==> config.mk <==
export PLATFORM = sky130hd
export DESIGN_NAME = ucnt_csr_unit
export DESIGN_NICKNAME = d
export VERILOG_FILES = /design/src/rtl/ucnt_pkg.sv /design/src/rtl/ucnt_counter64.sv /design/src/rtl/ucnt_decode.sv /design/src/rtl/ucnt_rsp_fsm.sv /design/src/rtl/ucnt_csr_unit.sv
export SDC_FILE = /design/constraint.sdc
export NUM_CORES = 1
export LEC_CHECK = 0
export BUFFER_PORTS_ARGS = -buffer_cell sky130_fd_sc_hd__buf_2
export CAP_MARGIN = 20
export CELL_PAD_IN_SITES_DETAIL_PLACEMENT = 0
export CELL_PAD_IN_SITES_GLOBAL_PLACEMENT = 1
export CORE_MARGIN = 2
export CORE_UTILIZATION = 45
export CTS_CLUSTER_DIAMETER = 40
export DETAILED_ROUTE_END_ITERATION = 10
export GPL_ROUTABILITY_DRIVEN = 0
export PLACE_DENSITY_LB_ADDON = 0.1
export RECOVER_POWER = 100
export SLEW_MARGIN = 20
export SYNTH_ARGS = -nofsm -noshare
export SYNTH_HDL_FRONTEND = slang
export SYNTH_HIERARCHICAL = 1
export SYNTH_SLANG_ARGS = --single-unit
export TNS_END_PERCENT = 30
==> constraint.sdc <==
create_clock -name clk -period 5.45 [get_ports clk]
set_clock_uncertainty 0.2 [all_clocks]
set_input_delay 0 -clock clk [delete_from_list [all_inputs] [get_ports clk]]
set_output_delay 0 -clock clk [all_outputs]
set_load 0.03 [all_outputs]
==> src/rtl/ucnt_pkg.sv <==
`timescale 1ns/1ps
package ucnt_pkg;
    localparam int CSR_AW    = 12;
    localparam int CNT_W     = 64;
    localparam int NUM_SLOTS = 32;
    localparam int IDX_W     = $clog2(NUM_SLOTS);
    localparam int FIXED     = 3;
    localparam int WIN_W     = CSR_AW - IDX_W;
    localparam logic [WIN_W-1:0] WIN_LO = 7'h60;
    localparam logic [WIN_W-1:0] WIN_HI = 7'h64;

    typedef enum logic [1:0] {
        RSP_IDLE  = 2'd0,
        RSP_DATA  = 2'd1,
        RSP_FAULT = 2'd2
    } rsp_state_e;
endpackage

==> src/rtl/ucnt_counter64.sv <==
`timescale 1ns/1ps
module ucnt_counter64 #(
    parameter int                        LO_W = 32,
    parameter logic [ucnt_pkg::CNT_W-1:0] SEED = '0
) (
    input  logic                        clk,
    input  logic                        rst_n,
    input  logic                        inc_i,
    output logic [ucnt_pkg::CNT_W-1:0]  value_o
);
    localparam int HI_W = ucnt_pkg::CNT_W - LO_W;

    logic [LO_W-1:0] lo_q;
    logic [HI_W-1:0] hi_q;
    logic            carry;

    // carry into the upper half is decided from the current lower half,
    // so both halves move on the same edge
    assign carry = inc_i & (&lo_q);

    always_ff @(posedge clk or negedge rst_n) begin
        if (!rst_n) begin
            lo_q <= SEED[LO_W-1:0];
            hi_q <= SEED[ucnt_pkg::CNT_W-1:LO_W];
        end else begin
            if (inc_i) lo_q <= lo_q + 1'b1;
            if (carry) hi_q <= hi_q + 1'b1;
        end
    end

    assign value_o = {hi_q, lo_q};
endmodule

==> src/rtl/ucnt_decode.sv <==
`timescale 1ns/1ps
module ucnt_decode #(
    parameter int XLEN     = 32,
    parameter int NUM_IMPL = 3
) (
    input  logic [ucnt_pkg::CSR_AW-1:0] addr_i,
    input  logic                        wr_i,
    output logic [ucnt_pkg::IDX_W-1:0]  idx_o,
    output logic                        hi_o,
    output logic                        fault_o
);
    import ucnt_pkg::*;

    logic [WIN_W-1:0] win;
    logic             in_lo, in_hi, hi_ok, impl;

    assign win   = addr_i[CSR_AW-1:IDX_W];
    assign idx_o = addr_i[IDX_W-1:0];
    assign in_lo = (win == WIN_LO);
    assign in_hi = (win == WIN_HI);
    assign hi_ok = in_hi && (XLEN == 32);
    assign impl  = ({1'b0, idx_o} < (IDX_W+1)'(NUM_IMPL));
    assign hi_o  = in_hi;

    always_comb begin
        fault_o = 1'b0;
        if (wr_i)                 fault_o = 1'b1;
        else if (!(in_lo || hi_ok)) fault_o = 1'b1;
        else if (!impl)           fault_o = 1'b1;
    end
endmodule

==> src/rtl/ucnt_rsp_fsm.sv <==
`timescale 1ns/1ps
module ucnt_rsp_fsm #(
    parameter int XLEN = 32
) (
    input  logic            clk,
    input  logic            rst_n,
    input  logic            req_i,
    input  logic            fault_i,
    input  logic [XLEN-1:0] data_i,
    output logic            rsp_valid_o,
    output logic            rsp_fault_o,
    output logic [XLEN-1:0] rsp_data_o
);
    import ucnt_pkg::*;

    rsp_state_e state_q, state_d;
    logic [XLEN-1:0] data_q;

    // next state: ACCEPT, REJECT, DRAIN (and the chained moves between
    // DATA and FAULT on back-to-back requests)
    always_comb begin
        state_d = state_q;
        unique case (state_q)
            RSP_IDLE: begin
                if (req_i) state_d = fault_i ? RSP_FAULT : RSP_DATA;
            end
            RSP_DATA: begin
                if (!req_i)      state_d = RSP_IDLE;
                else if (fault_i) state_d = RSP_FAULT;
                else             state_d = RSP_DATA;
            end
            RSP_FAULT: begin
                if (!req_i)      state_d = RSP_IDLE;
                else if (fault_i) state_d = RSP_FAULT;
                else             state_d = RSP_DATA;
            end
            default: state_d = RSP_IDLE;
        endcase
    end

    always_ff @(posedge clk or negedge rst_n) begin
        if (!rst_n) state_q <= RSP_IDLE;
        else        state_q <= state_d;
    end

    // output register: data captured alongside the state move
    always_ff @(posedge clk or negedge rst_n) begin
        if (!rst_n)                    data_q <= '0;
        else if (state_d == RSP_DATA)  data_q <= data_i;
        else                           data_q <= '0;
    end

    assign rsp_valid_o = (state_q != RSP_IDLE);
    assign rsp_fault_o = (state_q == RSP_FAULT);
    assign rsp_data_o  = data_q;
endmodule

==> src/rtl/ucnt_csr_unit.sv <==
`timescale 1ns/1ps
module ucnt_csr_unit #(
    parameter int                        XLEN    = 32,
    parameter int                        NUM_EVT = 4,
    parameter logic [ucnt_pkg::CNT_W-1:0] SEED    = '0
) (
    input  logic                              clk,
    input  logic                              rst_n,
    input  logic                              tick_i,
    input  logic                              retire_i,
    input  logic [((NUM_EVT>0)?NUM_EVT:1)-1:0] evt_i,
    input  logic                              req_i,
    input  logic [11:0]                       req_addr_i,
    input  logic                              req_wr_i,
    output logic                              rsp_valid_o,
    output logic                              rsp_fault_o,
    output logic [XLEN-1:0]                   rsp_data_o
);
    import ucnt_pkg::*;

    localparam int NUM_IMPL = FIXED + NUM_EVT;
    localparam int HALF_W   = CNT_W / 2;

    logic [NUM_IMPL-1:0] inc_vec;
    logic [CNT_W-1:0]    cnt_val [NUM_SLOTS];
    logic [IDX_W-1:0]    idx;
    logic                sel_hi, fault;
    logic [CNT_W-1:0]    word;
    logic [XLEN-1:0]     rd_data;

    always_comb begin
        inc_vec    = '0;
        inc_vec[0] = 1'b1;
        inc_vec[1] = tick_i;
        inc_vec[2] = retire_i;
        for (int j = 0; j < NUM_EVT; j++) inc_vec[FIXED+j] = evt_i[j];
    end

    for (genvar g = 0; g < NUM_SLOTS; g++) begin : g_slot
        if (g < NUM_IMPL) begin : g_impl
            ucnt_counter64 #(.LO_W(HALF_W), .SEED(SEED)) u_cnt (
                .clk    (clk),
                .rst_n  (rst_n),
                .inc_i  (inc_vec[g]),
                .value_o(cnt_val[g])
            );
        end else begin : g_absent
            assign cnt_val[g] = '0;
        end
    end

    ucnt_decode #(.XLEN(XLEN), .NUM_IMPL(NUM_IMPL)) u_dec (
        .addr_i (req_addr_i),
        .wr_i   (req_wr_i),
        .idx_o  (idx),
        .hi_o   (sel_hi),
        .fault_o(fault)
    );

    assign word = cnt_val[idx];

    if (XLEN == 32) begin : g_x32
        assign rd_data = sel_hi ? word[CNT_W-1:HALF_W] : word[HALF_W-1:0];
    end else begin : g_x64
        // the upper window is faulted on a 64-bit core; keep its data at zero
        assign rd_data = word & {CNT_W{~sel_hi}};
    end

    ucnt_rsp_fsm #(.XLEN(XLEN)) u_rsp (
        .clk        (clk),
        .rst_n      (rst_n),
        .req_i      (req_i),
        .fault_i    (fault),
        .data_i     (rd_data),
        .rsp_valid_o(rsp_valid_o),
        .rsp_fault_o(rsp_fault_o),
        .rsp_data_o (rsp_data_o)
    );
endmodule

After elaboration in Yosys (flattened, before gate mapping)

Cells that the tools add are included.

Register bits: 482
Latch bits: 0
Bits of input ports: 22
Word-level logic and storage cells: 67
Bits in writable memories: 0
Memories kept: 0
Bits in read-only memories: 0

Reduce and logical (&&, ||, !) cells: 11
Bitwise logic cells: 7
Mux-type cells: 12
Order comparisons: 2
Add/subtract/negate cells: 14
Equal/unequal tests: 5
Multipliers: 0
Divide/modulo/power cells: 0
Shift-type cells: 0

Operators by type and width:

| cell                                                                         | number |
|---|---|
| 32-bit by 1-bit adder with 32-bit output, second input constant              | 14 |
| 64-bit binary-select mux with 5-bit select                                   | 1 |
| 32-bit AND reduction                                                         | 7 |
| 64-bit two-way mux                                                           | 2 |
| 32-bit two-way mux                                                           | 2 |
| 7-bit == test, second input constant                                         | 2 |
| 1-bit AND                                                                    | 6 |
| 6-bit >= comparator, second input constant                                   | 1 |
| 2-bit two-way mux                                                            | 3 |
| 5-bit inverter with 6-bit output                                             | 1 |
| 5-bit by 3-bit less-than comparator with 1-bit output, second input constant | 1 |
| 2-bit by 1-bit == test with 1-bit output, second input constant              | 2 |
| 2-bit one-hot mux with 2 select lines                                        | 1 |
| 1-bit two-way mux                                                            | 3 |
| 2-bit == test, second input constant                                         | 1 |
| 2-bit zero test                                                              | 1 |
| 2-bit nonzero test                                                           | 1 |
| 2-bit OR reduction                                                           | 1 |
| 1-bit logical OR                                                             | 1 |

Longest topological paths before layout

Gate-level depths: netlist (run 1).

Depth after elaboration: 9
Depth in mapped cells: 10

By module

The synthesis (run 1) kept the hierarchy.

Modules (own cells, without submodules):

| module         | instances | area an instance (sq um) | cells each |
|---|---|---|---|
| ucnt_counter64 | 7         | 2910.3                   | 262 |
| ucnt_csr_unit  | 1         | 4220.3                   | 489 |
| ucnt_rsp_fsm   | 1         | 1502.7                   | 89 |
| ucnt_decode    | 1         | 80.1                     | 11 |

Least setup slack after synthesis (run 1)

No wires, ideal clock.

Path kind: register to register
From: register g_slot[5].g_impl.u_cnt.hi_q[3]
To: register g_slot[5].g_impl.u_cnt.hi_q[28]
Required time: 5171 ps
Data arrival time: 2042 ps
Cell stages (with the launch flop): 8
Buffers on the path: 2
Period minus slack after synthesis: 2321 ps
Path slack: 3129 ps
Cells stage by stage: dfrtp_1 > nand3_2 > or3_1 > buf_2 > or4_4 > buf_6 > nor4_4 > xor2_1

Cells in the longest elaborated chain, start to end: 1

RTL lines:

| element                                  | RTL line             | RTL |
|---|---|---|
| start: declaration                       | ucnt_counter64.sv:14 | `logic [HI_W-1:0] hi_q;` |
| start signal: assignment                 | ucnt_counter64.sv:24 | `hi_q <= SEED[ucnt_pkg::CNT_W-1:LO_W];` |
| start signal: assignment                 | ucnt_counter64.sv:27 | `if (carry) hi_q <= hi_q + 1'b1;` |
| 32-bit by 1-bit adder with 32-bit output | ucnt_counter64.sv:27 |  |

Every way passes these cells.
A chain may end at the register's enable or synchronous reset.

Worst setup path in the final report (run 1)

From: input port req_addr_i[9]
To: register u_rsp.data_q[14] (netlist: u_rsp/rsp_data_o[14])

Elaborated cells on any way between the ends: 12
Classes of those cells: 3 x eq/ne; 8 x mux; 1 x reduce/logical

RTL lines:

| element                | RTL line            | RTL |
|---|---|---|
| start: declaration     | ucnt_csr_unit.sv:13 | `input logic [11:0] req_addr_i,` |
| 7-bit == test          | ucnt_decode.sv:20   | `assign in_hi = (win == WIN_HI);` |
| named net sel_hi       | ucnt_csr_unit.sv:27 | `logic sel_hi, fault;` |
| 32-bit two-way mux     | ucnt_csr_unit.sv:63 | `assign rd_data = sel_hi ? word[CNT_W-1:HALF_W] : word[HALF_W-1:0];` |
| named net rd_data[14]  | ucnt_csr_unit.sv:29 | `logic [XLEN-1:0] rd_data;` |
| 32-bit two-way mux     | ucnt_rsp_fsm.sv:49  | `else if (state_d == RSP_DATA) data_q <= data_i;` |
| end signal: assignment | ucnt_rsp_fsm.sv:49  |  |
| end: declaration       | ucnt_rsp_fsm.sv:17  | `logic [XLEN-1:0] data_q;` |

The timed path passes the listed nets, and every way through them passes these cells.

==> results.rst, run 1 <==
.. list-table::
   :header-rows: 1

   * - Metric
     - Value
   * - Outcome
     - finished, violations left
   * - Failing checks
     - capacitance limit, slew limit
   * - Worst Max-Slew Pin Slew
     - 2.98 ns
   * - Final Net Count
     - between 2000 and 3000
   * - Yosys warnings
     - 6
   * - Post-DP HPWL
     - 53600 um
   * - Worst setup EP type
     - register
   * - VDD IR-drop max
     - roughly 0.23 mV
   * - Cell family with most CP delay
     - simple AND/OR/NAND/NOR gates
   * - Number of buffers added by the clock tree synthesis step
     - between 90 and 100
   * - Part of the power in the clock network
     - 0.570
   * - Syn_area_per_cell
     - around 11 um^2
   * - Kind of path behind the tightest hold check
     - input pin to register
   * - Top library cells by usage in the layout, fill and taps aside
     - 482 x sky130_fd_sc_hd__dfrtp_1, 231 x sky130_fd_sc_hd__xor2_1, 203 x sky130_fd_sc_hd__xnor2_1
   * - Sinks on Clock Net
     - 482
   * - Antenna Violating Nets Remaining
     - 0
   * - Number of gates given a new drive strength after cts
     - 0
   * - Stages on the worst setup path
     - 9
   * - Total wire length
     - about 75000 um
   * - Power spent charging and discharging nets
     - between 0.002 and 0.003 W
   * - Clock tree from TritonCTS
     - yes
   * - Final critical-path required period
     - approximately 4.4 ns
   * - Setup slack of the most critical reg-to-reg path
     - approximately 1.3 ns
   * - Critical Path Max Stage Delay
     - 2.05 ns
   * - Remaining max-slew budget at the tightest pin
     - -0.984
   * - Number of H-tree levels
     - 3
   * - Type of the worst setup path
     - input pin to register
   * - Static leakage
     - between 10 and 15 nW
   * - Critical R2R Capture
     - g_slot[0].g_impl.u_cnt/hi_q[27]$_DFFE_PN0P_
   * - Initial antenna violation count
     - 0
   * - Netlist Area Pre-Place
     - 0.0262 mm^2
   * - Post-synthesis mux area share
     - 0.0794
   * - Hold path depth
     - 3
   * - Final Slew Violations
     - 184
   * - Post-synth cell types
     - 50
   * - Internal power
     - 0.00833 W
   * - Power share of the combinational group
     - 0.070
   * - Number of design rule violations left after detail routing
     - 0
   * - Multi-input gate area
     - between 0.01 and 0.015 mm^2
   * - Crit-path cells
     - buf_2 -> nand4bb_1 -> nor3_1 -> and2_0 -> and2_0 -> a22o_1 -> a221oi_2 -> a22o_1 -> nor4b_2
   * - Post-placement worst setup slack
     - 1.93 ns
   * - Clock Pin Slew Worst Setup and Hold Paths
     - ~0.050 ns
   * - Fraction of layout cells with a size suffix above 1
     - 0.115
   * - Starting density of the core
     - 0.455
   * - Slack of the critical path
     - approximately 1.0 ns
   * - Endpoint of the worst hold-timing path
     - g_slot[5].g_impl.u_cnt/lo_q[0]$_DFFE_PN0P_
   * - TNS Setup
     - 0 ns
   * - CTS root buf
     - sky130_fd_sc_hd__clkbuf_16
   * - Row cnt
     - 88
   * - Main combinational cell family by area after synthesis
     - simple AND/OR/NAND/NOR gates
   * - Most common library cell in the layout ignoring fill and taps
     - sky130_fd_sc_hd__dfrtp_1
   * - Startpoint of the lowest-slack hold path
     - evt_i[2]
   * - Via count
     - between 15000 and 20000
   * - Achievable frequency
     - about 230 MHz
   * - Register area
     - around 0.012 mm^2
   * - Data required time at the worst endpoint
     - 5.68 ns
   * - Overflow left after global routing
     - 0
   * - Share of the cycle needed by the critical path after routing
     - 0.811
   * - Share of synthesized area occupied by flip-flops and latches
     - 0.461
   * - Critical register-to-register path startpoint
     - g_slot[0].g_impl.u_cnt/lo_q[0]$_DFFE_PN0P_
   * - Number of buffer and inverter instances along the worst setup path
     - 1
   * - Sw Share
     - 0.249
   * - Die ar.
     - approximately 0.06 mm^2
   * - Via count of the first global-routing pass
     - ~19000
   * - Final Hold Fails
     - 0
   * - Longest Clk Path Bufs
     - 3
   * - Wire length of the first global-routing pass
     - 117000 um
   * - Crit start category
     - input pin
   * - Number of DRC markers after the initial detailed-route iteration
     - between 1000 and 1500
   * - Cells on worst reg2reg path
     - 6
   * - Critical path data arrival time
     - between 4 and 5 ns
   * - Share of the core filled with cells
     - 0.524
   * - Worst skew pair latency
     - 0.63 ns
   * - Largest fanout of any net on the critical path
     - 32
   * - Yosys reg bits
     - 482
   * - Power, Total
     - roughly 0.011 W
   * - MaxCap Viol Count
     - 4
   * - Post-synthesis share of cell area spent on full adders, half adders and majority gates
     - 0.00813
   * - Area growth from synthesis to layout
     - 15.3%
   * - Synthesized-area fraction occupied by and/or/nand/nor cells
     - 0.200
   * - Fillers
     - 5159
   * - Die boundary width
     - 245 um
   * - Pin count of the biggest net entering global routing
     - ~150
   * - Synthesized-area fraction occupied by ao, oa, aoi and oai cells
     - 0.0671
   * - Sequential power share
     - 0.360
   * - Global router's overall resource usage
     - 0.254
   * - 1st-pass router iterations
     - 5
   * - Count of input and output buffers
     - 55
   * - Crit-path slowest cell
     - sky130_fd_sc_hd__and2_0
   * - Unrepaired setup endpoints after global routing
     - no
   * - Die extent in y
     - roughly 250 um
   * - Vias/cell
     - between 5 and 6
   * - Buffer count from post-CTS setup fixing
     - 0
   * - Post-CTS Hold Fix Bufs
     - 16
   * - Pwr Density
     - ~370 mW/mm^2
   * - I/O pin count
     - 56
   * - XOR/XNOR share of the synthesized area
     - 0.145
   * - Total core area
     - ~0.058 mm^2
   * - Final count of negative-setup-slack endpoints
     - 0
   * - Cells after synthesis
     - about 2400
   * - Routed length per instance
     - around 22 um
-- cells in the mapped netlist, drive strengths merged --
cell type,count,area [um^2]
nor3,122,651
nand4bb,1,11.3
clkbuf,30,113
or4,7,78.8
nand2b,1,6.26
nand3,121,641
or2,21,131
ha,17,213
or3,21,131
conb,1,3.75
nor4b,39,541
nor4,84,718
nor2b,3,18.8
a22o,47,412
a21oi,48,244
mux2,14,158
a32o,17,170
a221oi,32,480
o21ai,32,160
and3,28,175
nand3b,1,7.51
xor2,231,2020
inv,73,274
mux2i,192,1920
o211ai,18,135
and2,17,106
buf,76,631
dfrtp,482,12100
nand4,112,701
and4,28,245
nor2,102,383
a2bb2oi,15,131
xnor2,203,1780
o32a,1,22.5
nand2,186,698
-- worst register-to-register path, stage by stage, from the launching register on --
cell and delay, ns:
sky130_fd_sc_hd__dfrtp_1 0.39, sky130_fd_sc_hd__ha_1 0.19, sky130_fd_sc_hd__nand4_1 0.19, sky130_fd_sc_hd__nor3_1 1.28, sky130_fd_sc_hd__nand4_1 1.06, sky130_fd_sc_hd__nor4b_1 0.62
sky130_fd_sc_hd__xor2_1 0.11
-- layer usage --
metal | vias to the layer above | part of all wire | GRT usage | wire, um
li1 | 8918 | - | - | -
met1 | 9601 | 0.49 | 0.386 | 37100
met2 | 504 | 0.42 | 0.353 | 31200
met3 | 91 | 0.069 | 0.0619 | 5170
met4 | 0 | 0.021 | 0.0730 | 1550
met5 | - | 0 | 0 | 0
-- through the flow --
step | hold slack, ns | cells | area (um^2)
global placement | -0.184 | 3168 | 27000
global route | 0.0423 | 3368 | 30200
finish | 0.0556 | 3369 | 30200
detailed placement | -0.177 | 3168 | 27000
floorplan | -0.496 | 2427 | 26200
CTS | 0.0135 | 3367 | 30700
-- power groups by stage --
stage	registers [W]	logic [W]	clock network [W]
6_report	0.00400	0.000776	0.00632
5_1_grt	0.00403	0.000857	0.00661
4_1_cts	0.00400	0.000798	0.00643
3_5_place_dp	0.00405	0.000776	0
3_3_place_gp	0.00404	0.000764	0
2_1_floorplan	0.00399	0.000527	0
-- worst max path at each step --
stage	end	startpoint	slack, ns
CTS	g_slot[0].g_impl.u_cnt/hi_q[27]$_DFFE_PN0P_	g_slot[0].g_impl.u_cnt/lo_q[12]$_DFFE_PN0P_	1.91
detailed placement	g_slot[0].g_impl.u_cnt/hi_q[27]$_DFFE_PN0P_	g_slot[0].g_impl.u_cnt/lo_q[12]$_DFFE_PN0P_	1.93
floorplan	g_slot[5].g_impl.u_cnt/hi_q[28]$_DFFE_PN0P_	g_slot[5].g_impl.u_cnt/hi_q[3]$_DFFE_PN0P_	3.13
global route	g_slot[2].g_impl.u_cnt/lo_q[13]$_DFFE_PN0P_	rst_n	0.87
finish	u_rsp/rsp_data_o[14]$_DFF_PN0_	req_addr_i[9]	1.03
global placement	g_slot[0].g_impl.u_cnt/hi_q[31]$_DFFE_PN0P_	g_slot[0].g_impl.u_cnt/lo_q[12]$_DFFE_PN0P_	1.95
-- cell type report --
cell class	instances	share of cell area
diodes	1	0.0000829
repair buffers	99	0.0209
clock inverters	60	0.0280
clock buffers	123	0.0884
well taps	765	0.0317
inverters	73	0.00908
flip-flops and latches	482	0.400
multi-input cells	1766	0.422
-- flip-flops by register name, indices dropped and copies added, names as in the netlist --
signal                    count
g_slot.g_impl.u_cnt/hi_q    224
g_slot.g_impl.u_cnt/lo_q    224
u_rsp/state_q                 2
u_rsp/rsp_data_o             32
-- logic make-up after synthesis --
kind of cell / count (synthesis)
compound gates: 210
xor+xnor: 434
fa+ha+maj: 17
buf+inv: 179
flops: 482
mux: 206
other cells: 1
simple gates: 894
Power figures use the tool's default switching activity.
==> inputs of run 2 (changes only) <==
clock period = 4.05 ns   (was 5.45 ns; I/O delays follow)
==> results.rst, run 2 (synthesis results as in run 1) <==
.. list-table::
   :header-rows: 1

   * - Metric
     - Value
   * - Final critical-path required period
     - 3.27 ns
   * - Cell family with most CP delay
     - simple AND/OR/NAND/NOR gates
   * - Most common library cell in the layout ignoring fill and taps
     - sky130_fd_sc_hd__dfrtp_1
   * - Failing checks
     - capacitance limit, slew limit
   * - Via count of the first global-routing pass
     - 19361 (+1.7%)
   * - Final Net Count
     - 2580 (+0.86%)
   * - Critical path data arrival time
     - 3.57 ns (-1.08 ns)
   * - Via count
     - 19466 (+1.8%)
   * - Fraction of layout cells with a size suffix above 1
     - 0.118 (+0.00347)
   * - Die extent in y
     - 245 um (unchanged)
   * - Count of input and output buffers
     - 55 (unchanged)
   * - Static leakage
     - 13.9 nW (+0.57%)
   * - Largest fanout of any net on the critical path
     - 8 (-75%)
   * - Number of antenna diodes
     - 0 (-1)
   * - Remaining max-slew budget at the tightest pin
     - -0.0332 (+0.951)
   * - Die ar.
     - 0.0601 mm^2 (unchanged)
   * - Crit-path cells
     - ha_1 -> nand4_1 -> nor3_1 -> clkbuf_1 -> nand4_1 -> clkbuf_1 -> nor4_1 -> xor2_1
   * - VDD IR-drop max
     - 0.367 mV (+61%)
   * - Top library cells by usage in the layout, fill and taps aside
     - 482 x sky130_fd_sc_hd__dfrtp_1, 231 x sky130_fd_sc_hd__xor2_1, 203 x sky130_fd_sc_hd__xnor2_1
   * - Overflow left after global routing
     - 0 (unchanged)
   * - Routed length per instance
     - 23.4 um (+5.1%)
   * - Wire length of the first global-routing pass
     - 122000 um (+4.5%)
   * - Number of buffers added by the clock tree synthesis step
     - 99 (+2.1%)
   * - Vias/cell
     - 5.74 (+1.1%)
   * - Crit-path slowest cell
     - sky130_fd_sc_hd__nor3_1
   * - Row cnt
     - 88 (unchanged)
   * - 1st-pass router iterations
     - 5 (unchanged)
   * - Sinks on Clock Net
     - 482 (unchanged)
   * - CTS root buf
     - sky130_fd_sc_hd__clkbuf_16
   * - I/O pin count
     - 56 (unchanged)
   * - Final Hold Fails
     - 0 (unchanged)
   * - MaxCap Viol Count
     - 1 (-3)
   * - Final count of negative-setup-slack endpoints
     - 0 (unchanged)
   * - Data required time at the worst endpoint
     - 4.35 ns (-1.33 ns)
   * - Total wire length
     - 79400 um (+5.9%)
   * - TNS Setup
     - 0 ns (unchanged)
   * - Number of H-tree levels
     - 3 (unchanged)
   * - Final Slew Violations
     - 34 (-82%)
   * - Total core area
     - 0.0576 mm^2 (unchanged)
   * - Worst Max-Slew Pin Slew
     - 1.55 ns (-1.43 ns)
   * - Number of buffer and inverter instances along the worst setup path
     - 2 (+1)
   * - Share of the cycle needed by the critical path after routing
     - 0.807
   * - Post-DP HPWL
     - 57300 um (+7.0%)
   * - Buffer count from post-CTS setup fixing
     - 0 (unchanged)
   * - Clock tree from TritonCTS
     - yes
   * - Crit start category
     - register
   * - Kind of path behind the tightest hold check
     - input pin to register
   * - Type of the worst setup path
     - register to register
   * - Pwr Density
     - 501 mW/mm^2 (+36%)
   * - Area growth from synthesis to layout
     - 16.1%
   * - Die boundary width
     - 245 um (unchanged)
   * - Initial antenna violation count
     - 0 (unchanged)
   * - Starting density of the core
     - 0.455 (unchanged)
   * - Post-CTS Hold Fix Bufs
     - 20 (+4)
   * - Worst setup EP type
     - register
   * - Number of design rule violations left after detail routing
     - 0 (unchanged)
   * - Antenna Violating Nets Remaining
     - 0 (unchanged)
   * - Pin count of the biggest net entering global routing
     - 106 (-28%)
   * - Unrepaired setup endpoints after global routing
     - no
   * - Number of DRC markers after the initial detailed-route iteration
     - 1540 (+4.2%)
   * - Critical Path Max Stage Delay
     - 0.62 ns (-1.43 ns)
   * - Outcome
     - finished, violations left
   * - Longest Clk Path Bufs
     - 3 (unchanged)
   * - Global router's overall resource usage
     - 0.267 (+0.0132)
   * - Number of gates given a new drive strength after cts
     - 0 (unchanged)
   * - Share of the core filled with cells
     - 0.528 (+0.00372)
   * - Clock Pin Slew Worst Setup and Hold Paths
     - 0.05 ns (about the same)
   * - Worst skew pair latency
     - 0.65 ns (+0.02 ns)
   * - Achievable frequency
     - approximately 310 MHz
[run 2: cell count changes in the layout (fill, tap and decap cells not counted), sizes merged]
cell / delta
buf: -2
clkbuf: +9
clkinvlp: +4
dlygate4sd3: +4
inv: +7
bufinv: +2
diode: -1
clkinv: +1
[run 2: final cells by class]
type                            instances  area (um^2)
Multi-Input combinational cell       1766        12700
Inverter                               73          274
Fill cell                            5127        27200
Clock buffer                          114         2600
Tap cell                              765          957
Clock inverter                         74         1010
Sequential cell                       482        12100
Timing Repair Buffer                  119          736
[run 2: tightest hold or removal path, delay by kind of cell]
kind | cells | cell delay (ns)
buf+inv | 2 | 0.75
xor+xnor | 1 | 0.08
[run 2: worst paths after layout]
kind                                                          endpoint  slack, ns  cells after the start                                         from
max                        g_slot[4].g_impl.u_cnt/hi_q[31]$_DFFE_PN0P_       0.78                      8   g_slot[4].g_impl.u_cnt/lo_q[0]$_DFFE_PN0P_
min                         g_slot[4].g_impl.u_cnt/lo_q[0]$_DFFE_PN0P_       0.04                      3                                     evt_i[1]
max reg2reg                g_slot[4].g_impl.u_cnt/hi_q[31]$_DFFE_PN0P_       0.78                      8   g_slot[4].g_impl.u_cnt/lo_q[0]$_DFFE_PN0P_
min reg2reg                g_slot[3].g_impl.u_cnt/hi_q[31]$_DFFE_PN0P_       0.27                      1  g_slot[3].g_impl.u_cnt/hi_q[31]$_DFFE_PN0P_
max in group asynchronous                u_rsp/rsp_data_o[8]$_DFF_PN0_       0.96                      4                                        rst_n
min in group asynchronous  g_slot[5].g_impl.u_cnt/hi_q[11]$_DFFE_PN0P_       1.17                      4                                        rst_n
[run 2: per-layer routing]
| metal | track usage | share of wire | up-vias | routed length (um) |
|---|---|---|---|---|
| met1 | 0.403 | 0.48 | 9872 | 38300 |
| met2 | 0.396 | 0.44 | 529 | 34700 |
| met4 | 0.0529 | 0.016 | 0 | 1270 |
| met3 | 0.0522 | 0.065 | 92 | 5200 |
| li1 | - | - | 8973 | - |
| met5 | 0 | 0 | - | 0 |
[run 2: power by group]
group	leakage, nW	internal (W)	switching (W)	total (W)
Clock	1.73	0.00583	0.00296	0.00879
Sequential	6.40	0.00507	0.000310	0.00537
Combinational	5.76	0.000432	0.000624	0.00106
[run 2: stage by stage]
step / total power [W] / worst slack, ns / std cells / cell area (um^2) / hold slack (ns)
2_1_floorplan: 0.00608 / 1.73 / 2427 / 26200 / -0.496
6_report: 0.0152 / 0.781 / 3393 / 30400 / 0.0395
4_1_cts: 0.0154 / 0.902 / 3393 / 31000 / 0.00150
5_1_grt: 0.0158 / 0.545 / 3393 / 30400 / 0.0333
3_3_place_gp: 0.00648 / 0.978 / 3185 / 27100 / -0.0541
3_5_place_dp: 0.00651 / 0.930 / 3185 / 27100 / -0.0584
